[src/rtl/cbank_pkg.sv]
package cbank_pkg;

    localparam int N_CNT  = 3;
    localparam int ADDR_W = 3;

    typedef enum logic [ADDR_W-1:0] {
        A_FRM_LO  = 3'd0,
        A_FRM_HI  = 3'd1,
        A_CRC_LO  = 3'd2,
        A_CRC_HI  = 3'd3,
        A_FEBE_LO = 3'd4,
        A_FEBE_HI = 3'd5,
        A_STATUS  = 3'd6,
        A_SPARE   = 3'd7
    } reg_addr_e;

    typedef logic [1:0] step_t;

endpackage

[src/rtl/err_counter.sv]
module err_counter
    import cbank_pkg::*;
#(
    parameter int W = 12
) (
    input  logic         clk,
    input  logic         rst_n,
    input  step_t        inc_i,
    input  logic         clr_i,
    output logic [W-1:0] cnt_o,
    output logic         wrap_o
);

    typedef struct packed {
        logic [W-1:0] cnt;
    } cnt_state_t;

    cnt_state_t st_d, st_q;
    logic [W:0] sum;

    always_comb begin
        st_d   = st_q;
        sum    = (clr_i ? '0 : {1'b0, st_q.cnt}) + (W+1)'(inc_i);
        st_d.cnt = sum[W-1:0];
        wrap_o = sum[W];
    end

    always_ff @(posedge clk) begin
        if (!rst_n) st_q <= '0;
        else        st_q <= st_d;
    end

    assign cnt_o = st_q.cnt;

    // a snapshot read with no strobe leaves the counter empty
    p_clear_r7: assert property (@(posedge clk) disable iff (!rst_n)
        (clr_i && inc_i == 2'd0) |=> (cnt_o == '0));

    // a wrap leaves only the carried remainder
    p_wrap_r5: assert property (@(posedge clk) disable iff (!rst_n)
        wrap_o |=> (cnt_o < W'(2)));

    // without strobe or clear the count holds
    p_hold_r8: assert property (@(posedge clk) disable iff (!rst_n)
        (!clr_i && inc_i == 2'd0) |=> $stable(cnt_o));

endmodule

[src/rtl/ovf_status.sv]
module ovf_status
    import cbank_pkg::*;
(
    input  logic             clk,
    input  logic             rst_n,
    input  logic [N_CNT-1:0] set_i,
    input  logic             clr_i,
    input  logic [N_CNT-1:0] mask_i,
    output logic [N_CNT-1:0] sts_o,
    output logic             irq_o
);

    typedef struct packed {
        logic [N_CNT-1:0] sts;
    } sts_state_t;

    sts_state_t st_d, st_q;

    always_comb begin
        st_d     = st_q;
        st_d.sts = (clr_i ? '0 : st_q.sts) | set_i;
    end

    always_ff @(posedge clk) begin
        if (!rst_n) st_q <= '0;
        else        st_q <= st_d;
    end

    assign sts_o = st_q.sts;
    assign irq_o = |(st_q.sts & ~mask_i);

    // status bits are sticky until the status read
    p_sticky_r6: assert property (@(posedge clk) disable iff (!rst_n)
        !clr_i |=> ((sts_o & $past(sts_o)) == $past(sts_o)));

    // a wrap always lands, even during the status read
    p_set_r5: assert property (@(posedge clk) disable iff (!rst_n)
        (set_i != '0) |=> ((sts_o & $past(set_i)) == $past(set_i)));

endmodule

[src/rtl/err_cnt_bank.sv]
module err_cnt_bank
    import cbank_pkg::*;
#(
    parameter int FRM_W  = 12,
    parameter int CRC_W  = 10,
    parameter int FEBE_W = 10
) (
    input  logic        clk,
    input  logic        rst_n,
    input  logic        frm_err_i,
    input  logic        fs_err_i,
    input  logic        crc_err_i,
    input  logic        febe_err_i,
    input  logic        incl_fs_i,
    input  logic        rd_en_i,
    input  logic [2:0]  rd_addr_i,
    input  logic [2:0]  irq_mask_i,
    output logic [7:0]  rd_data_o,
    output logic        irq_o
);

    localparam int CW [N_CNT] = '{FRM_W, CRC_W, FEBE_W};

    typedef struct packed {
        logic [7:0]            rd;
        logic [N_CNT-1:0][7:0] hold;
    } top_state_t;

    top_state_t st_d, st_q;

    step_t [N_CNT-1:0]       inc;
    logic  [N_CNT-1:0]       clr_cnt;
    logic  [N_CNT-1:0]       wrap;
    logic  [N_CNT-1:0][15:0] cnt_all;
    logic  [N_CNT-1:0]       sts;
    logic                    clr_sts;
    reg_addr_e               addr;

    always_comb begin
        inc[0] = step_t'(frm_err_i) + step_t'(fs_err_i & incl_fs_i);
        inc[1] = step_t'(crc_err_i);
        inc[2] = step_t'(febe_err_i);
    end

    generate
        for (genvar i = 0; i < N_CNT; i++) begin : g_cnt
            logic [CW[i]-1:0] c;
            err_counter #(.W(CW[i])) u_cnt (
                .clk    (clk),
                .rst_n  (rst_n),
                .inc_i  (inc[i]),
                .clr_i  (clr_cnt[i]),
                .cnt_o  (c),
                .wrap_o (wrap[i])
            );
            assign cnt_all[i] = 16'(c);
        end
    endgenerate

    ovf_status u_sts (
        .clk    (clk),
        .rst_n  (rst_n),
        .set_i  (wrap),
        .clr_i  (clr_sts),
        .mask_i (irq_mask_i),
        .sts_o  (sts),
        .irq_o  (irq_o)
    );

    always_comb begin
        st_d    = st_q;
        clr_cnt = '0;
        clr_sts = 1'b0;
        addr    = reg_addr_e'(rd_addr_i);
        if (rd_en_i) begin
            unique case (addr)
                A_FRM_LO, A_CRC_LO, A_FEBE_LO: begin
                    st_d.rd                 = cnt_all[rd_addr_i[2:1]][7:0];
                    st_d.hold[rd_addr_i[2:1]] = cnt_all[rd_addr_i[2:1]][15:8];
                    clr_cnt[rd_addr_i[2:1]]   = 1'b1;
                end
                A_FRM_HI, A_CRC_HI, A_FEBE_HI: begin
                    st_d.rd = st_q.hold[rd_addr_i[2:1]];
                end
                A_STATUS: begin
                    st_d.rd = 8'(sts);
                    clr_sts = 1'b1;
                end
                default: st_d.rd = 8'h00;
            endcase
        end
    end

    always_ff @(posedge clk) begin
        if (!rst_n) st_q <= '0;
        else        st_q <= st_d;
    end

    assign rd_data_o = st_q.rd;

    // the spare address reads as zero
    p_idle_r11: assert property (@(posedge clk) disable iff (!rst_n)
        (rd_en_i && rd_addr_i == 3'd7) |=> (rd_data_o == 8'h00));

    // an interrupt needs an unmasked status bit
    p_irq_r9: assert property (@(posedge clk) disable iff (!rst_n)
        irq_o |-> ((sts & ~irq_mask_i) != '0));

    // an excluded Fs strobe alone leaves the frame count alone
    p_fs_excl_r1: assert property (@(posedge clk) disable iff (!rst_n)
        (!frm_err_i && !incl_fs_i && !(rd_en_i && rd_addr_i == 3'd0))
        |=> $stable(cnt_all[0]));

endmodule

[config.mk]
export PLATFORM = sky130hd
export DESIGN_NAME = err_cnt_bank
export DESIGN_NICKNAME = d
export VERILOG_FILES = /design/src/rtl/cbank_pkg.sv /design/src/rtl/err_counter.sv /design/src/rtl/ovf_status.sv /design/src/rtl/err_cnt_bank.sv
export SDC_FILE = /design/constraint.sdc
export NUM_CORES = 1
export LEC_CHECK = 0
export CAP_MARGIN = 5
export CORE_ASPECT_RATIO = 0.9
export CORE_MARGIN = 2
export CORE_UTILIZATION = 55
export DETAILED_ROUTE_END_ITERATION = 6
export PLACE_DENSITY = 0.88
export SKIP_CTS_REPAIR_TIMING = 1
export SKIP_LAST_GASP = 1
export SYNTH_ARGS = -nofsm -noshare
export SYNTH_HDL_FRONTEND = slang
export SYNTH_SLANG_ARGS = --single-unit
[constraint.sdc]
create_clock -name clk -period 3.4 [get_ports clk]
set_clock_uncertainty 0.15 [all_clocks]
set_input_delay 0.68 -clock clk [delete_from_list [all_inputs] [get_ports clk]]
set_output_delay 0.68 -clock clk [all_outputs]
set_load 0.05 [all_outputs]
; ---- After elaboration in Yosys (flattened, before gate mapping)
; Index checks and enable logic that the tools add are counted.
[totals]
input_bits = 14
ff_bits = 67
out_inout_bits = 9
[op_classes]
mux = 18
n_lt_le_gt_ge = 2
addsub = 4
bitwise_logic = 4
n_eq_ne = 6
reduce_logical = 6
[op_table]
columns = cell, n
row1 = 16-bit binary-select mux with 2-bit select, 1
row2 = 24-bit bitwise mux, 1
row3 = 8-bit case mux with 3 select lines, 1
row4 = 11-bit by 1-bit adder with 11-bit output, 2
row5 = 10-bit two-way mux, 2
row6 = 8-bit binary-select mux with 2-bit select, 1
row7 = 8-bit demux with 2-bit select, 1
row8 = 16-bit two-way mux, 1
row9 = 8-bit two-way mux, 2
row10 = 13-bit by 2-bit adder with 13-bit output, 1
row11 = 12-bit two-way mux, 1
row12 = 3-bit == test (second input constant), 3
row13 = 3-bit two-way mux, 3
row14 = 3-bit OR reduction, 3
row15 = 3-bit by 2-bit == test with 1-bit output (second input constant), 2
row16 = 3-bit bitwise AND, 1
row17 = 3-bit by 1-bit == test with 1-bit output (second input constant), 1
row18 = 3-bit logical NOT, 1
row19 = 2-bit by 3-bit < comparator with 1-bit output (second input constant), 1
row20 = 1-bit two-way mux, 3
row21 = 3-bit NOT, 1
row22 = 3-bit bitwise OR, 1
row23 = 1-bit by 1-bit adder with 2-bit output, 1
row24 = 1-bit demux with 2-bit select, 1
row25 = 4 further kinds, 4

; ---- Logic depth before layout (Yosys ltp)
[depth]
depth_word = 9
mapped_depth = 11

; ---- By module
; A second synthesis with hierarchy kept.
[hier_totals]
cells_unflattened = 330
hier_area_um2 = 2999.1
[by_module_without_submodules]
columns = module, n_inst, area_per_inst_um2, cells_per_inst
row1 = err_cnt_bank, 1, 1193.6, 130
row2 = err_counter (g_cnt[1].u_cnt ...), 2, 525.5, 58
row3 = err_counter (g_cnt[0].u_cnt), 1, 630.6, 71
row4 = ovf_status, 1, 123.9, 13

; ---- Least setup slack after synthesis
; No wires, ideal clock.
[synth_timing]
kind = input -> register
start = in rd_addr_i[0]
end = reg u_sts.st_q (netlist bit u_sts.sts_o[0])
setup_slack_ns = 0.434
n_path_buf = 2
setup_ns = 0.117
stages = 11
t_required_ns = 3.133
arrival_ns = 2.698
path_cell_list = buf_6 -> or4b_2 -> buf_4 -> nand2_1 -> fa_1 -> inv_1 -> ha_1 -> and4_1 -> nand3_1 -> nor2_1 -> a32o_1
[synth_via]
elab_chain_len = 7
elab_cells_between_ends = 13
[synth_rtl]
columns = item, line_no
row1 = from (decl), err_cnt_bank.sv:16  ; input logic [2:0] rd_addr_i,
row2 = "3-bit by 2-bit == test with 1-bit output, or another cell as far along", err_cnt_bank.sv:76  ; unique case (addr)
row3 = 3-bit OR reduction, err_cnt_bank.sv:76
row4 = 3-bit two-way mux, err_cnt_bank.sv:76
row5 = 3-bit two-way mux, err_cnt_bank.sv:75  ; if (rd_en_i) begin
row6 = 12-bit two-way mux, err_counter.sv:23  ; sum = (clr_i ? '0 : {1'b0, st_q.cnt}) + (W+1)'(inc_i);
row7 = 13-bit by 2-bit adder with 13-bit output, err_counter.sv:23
row8 = 3-bit bitwise OR (*), ovf_status.sv:21  ; st_d.sts = (clr_i ? '0 : st_q.sts) | set_i;
row9 = to (signal assigned), ovf_status.sv:26  ; else st_q <= st_d;
row10 = to (decl), ovf_status.sv:17  ; sts_state_t st_d, st_q;
; Mark *: on every way between the ends. The rest lies on a longest branch, timed or not.
; A chain may end at the register's enable or synchronous reset.

; ---- Worst setup path after layout
[layout_timing]
start = in rd_addr_i[1]
end = reg u_sts.st_q (netlist bit u_sts.sts_o[0])
[layout_via]
elab_chain_len = 9
elab_cells_between_ends = 18
[layout_rtl]
columns = item, line_no
row1 = 2-bit by 3-bit < comparator with 1-bit output (implied by the code) / 2-bit by 1-bit greater-or-equal comparator with 1-bit output (equally long branches), err_cnt_bank.sv:80  ; clr_cnt[rd_addr_i[2:1]] = 1'b1;
row2 = 1-bit logical AND (implied by the code), err_cnt_bank.sv:80
row3 = 1-bit two-way mux (implied by the code), err_cnt_bank.sv:80
row4 = 1-bit demux with 2-bit select, err_cnt_bank.sv:80
row5 = 3-bit two-way mux, err_cnt_bank.sv:76
row6 = 3-bit two-way mux, err_cnt_bank.sv:75
row7 = 12-bit two-way mux, err_counter.sv:23
row8 = 13-bit by 2-bit adder with 13-bit output, err_counter.sv:23
row9 = 3-bit bitwise OR (*), ovf_status.sv:21
; Marks and branches as above.

==> run_results.csv <==
group,metric,value,unit
status,status,"completed",
timing,fin_crit,3060,ps
drt,via_count,2164,
grt,grtUsageTotal,23.6,%
clocking,cts.sinks,55,
final_layout,mostFrequentLayoutCells,"dfxtp_1 (55), nand2_1 (34), nor2_1 (32)",
setup_path,critPathKind,"in2reg",
final_layout,fin_area,3060,µm²
clocking,root_buffer,"clkbuf_8",
grt,grt_pass1_wl,10.1,mm
synthesis,synth_area,2710,µm²
timing,final-hold-violation-count,0,
synthesis,syn-num-nets,331,
setup_path,r2r-start,"g_cnt[0].u_cnt.cnt_o[0]",
timing,rsz0062_at_grt,"no",
setup_path,crit_fanout,7,
synthesis,synth-seq-cells,55,
min_path,hp-start,"st_q[19]",
floorplanning,io_pins,23,
final_layout,layout-drive-gt1-share,6.12,%
flow_run,cap_violations,0,
synthesis,async_flop_share,0,%
setup_path,worstPathRequired,3470,ps
pwr,p_comb_share,9.6,%
synthesis,synthTopCellsByArea,"dfxtp_1 (41%), mux2i_1 (7.0%), nand2_1 (4.7%)",
grt,antenna_found_initial,0,
timing,setup_viol_count_final,0,
placed_design,numPortBuffers,22,
final_layout,n_antenna_cell,0,
grt,grt_max_degree,25,
final_layout,final_cells,392,
clocking,cts_tree,"done",
timing,worst_pin_slew,616,ps
timing,max_clock_freq,0.327,GHz
clocking,clk_path_buf_depth,2,
setup_path,startpoint,"rd_addr_i[1]",
setup_path,cp-end-kind,"register",
floorplanning,core,4800,µm²
setup_path,critPathArrivalTime,3130,ps
drt,via_per_inst,5.52,
drt,drc,0,
timing,drv_slew,0,
floorplanning,start_util,56.4,%
clocking,h-tree-depth,2,
pwr,power.leakage,1.14,nW
grt,grt_pass1_vias,2142,
final_layout,fill_cells,409,
pwr,p_clk_share,36.8,%
synthesis,synth-edff-count,0,
pwr,power_density,405,nW/µm²
final_layout,seqCellArea,1100,µm²
synthesis,synth_top_area_cell,"dfxtp_1",
placed_design,place_area,2950,µm²
final_layout,multi_input_area,1440,µm²
clocking,cts_made_buffers,5,
placed_design,place.gp.congestion,0.874,
timing,slew_headroom,58.9,%
final_layout,syn2layout_area_growth,13.1,%
floorplanning,fp-row-count,24,
drt,wl_per_cell,15.7,µm
setup_path,startpoint_type,"input port",
timing,fin_setup_tns,0,ps
synthesis,synth_top_area_share,40.6,%
final_layout,final_common_cell,"dfxtp_1",
placed_design,place_ws,38.3,ps
final_layout,final_nets,346,
clocking,cts.clk_slew.worst_paths,100,ps
synthesis,ys_seq_area_share,40.6,%
synthesis,ys.flop_type,"dfxtp_1",
floorplanning,die_y,70.6,µm
synthesis,ys_types,45,
timing,setup_slack,344,ps
drt,drt_iter0_drc,232,
timing,worst_hold_slack,281,ps
pwr,switchingPower,293,µW
pwr,switching_share,23.7,%
timing,period_share,89.9,%
floorplanning,die_area,5500,µm²
floorplanning,fp.dieW,78.0,µm
synthesis,syn_inst,311,
drt,finalWirelength,6.16,mm
pwr,p_seq_share,53.6,%
final_layout,finish.utilization,63.7,%
synthesis,synth_warnings,0,
clocking,worstSkewPairLatency,320,ps
pwr,p_int,946,µW
placed_design,place_inst,384,
drt,drtAntennaViolNets,0,
synthesis,synth_area_per_cell,8.71,µm²
placed_design,dp_hpwl,4.42,mm
drt,first_pass_iters,4,
grt,grt_overflow,0,
min_path,hp-class,"reg2reg",
pwr,irDropWorstVdd,0.212,mV
pwr,power.total,1.24,mW
==> cell families after synthesis <==
kind of cell / Yosys count / share of synthesized area, %
buf+inv: 32 / 6.14
xor+xnor: 21 / 6.79
mux: 19 / 7.02
flops: 55 / 40.6
simple gates: 136 / 26.1
fa+ha+maj: 6 / 3.05
compound gates: 42 / 10.3
==> Yosys cell counts (2+ instances only) <==
library cell,instances
and4_1,2
nand3b_1,3
or3_1,4
nand4_1,4
nor2b_1,7
buf_4,10
nor3b_1,2
nor2_1,32
dfxtp_1,55
and3_1,5
and2_1,9
a21oi_1,11
o2bb2ai_1,4
clkbuf_1,9
xor2_1,14
o31ai_1,3
buf_1,2
xnor2_1,7
nand2b_1,5
nor4_1,2
mux2i_1,19
a2bb2oi_1,6
nor3_1,6
nand3_1,15
inv_1,8
nand2_1,34
o21ai_0,11
ha_1,5
==> power by group through the flow <==
stage	Combinational [mW]	Sequential, mW	Clock (mW)
6_report	0.119	0.665	0.456
5_1_grt	0.131	0.666	0.480
4_1_cts	0.119	0.664	0.458
3_5_place_dp	0.118	0.679	0
3_3_place_gp	0.114	0.678	0
2_1_floorplan	0.0803	0.675	0
==> path summary, 6_finish.rpt <==
| check | end | slack [ps] | cells after the start |
|---|---|---|---|
| setup / recovery | u_sts.sts_o[0] | 340 | 9 |
| hold reg to reg | st_q[19] | 280 | 2 |
| setup reg to reg | u_sts.sts_o[0] | 1410 | 8 |
| hold / removal | st_q[19] | 280 | 2 |
==> area by class of cell <==
type,count,share of cell area (%)
timing repair buffer,31,9.40
inverter,9,1.10
clock inverter,2,1.14
multi-input combinational,224,47.1
clock buffer,6,2.70
sequential,55,35.9
tap,65,2.66
==> metal layers <==
layer	vias to the layer above	global-route usage [%]	part of all wire [%]
li1	1086	-	-
met1	995	31.3	46
met2	72	37.7	45
met3	11	5.61	7.0
met4	0	8.97	2.2
met5	-	0	0
==> worst max-delay path: stages <==
cell             delay (ps)
clkdlybuf4s50_1         430
or4b_2                  730
buf_4                   210
and2_1                  170
ha_1                    230
and4_1                  260
nand3_1                 130
nor2_1                   50
a32o_1                  240
==> registers in the layout, indices dropped and copies added (netlist names) <==
name	flops
g_cnt.u_cnt.cnt_o	32
u_sts.sts_o	3
rd_data_o	8
st_q	12
Power figures use the tool's default switching activity.
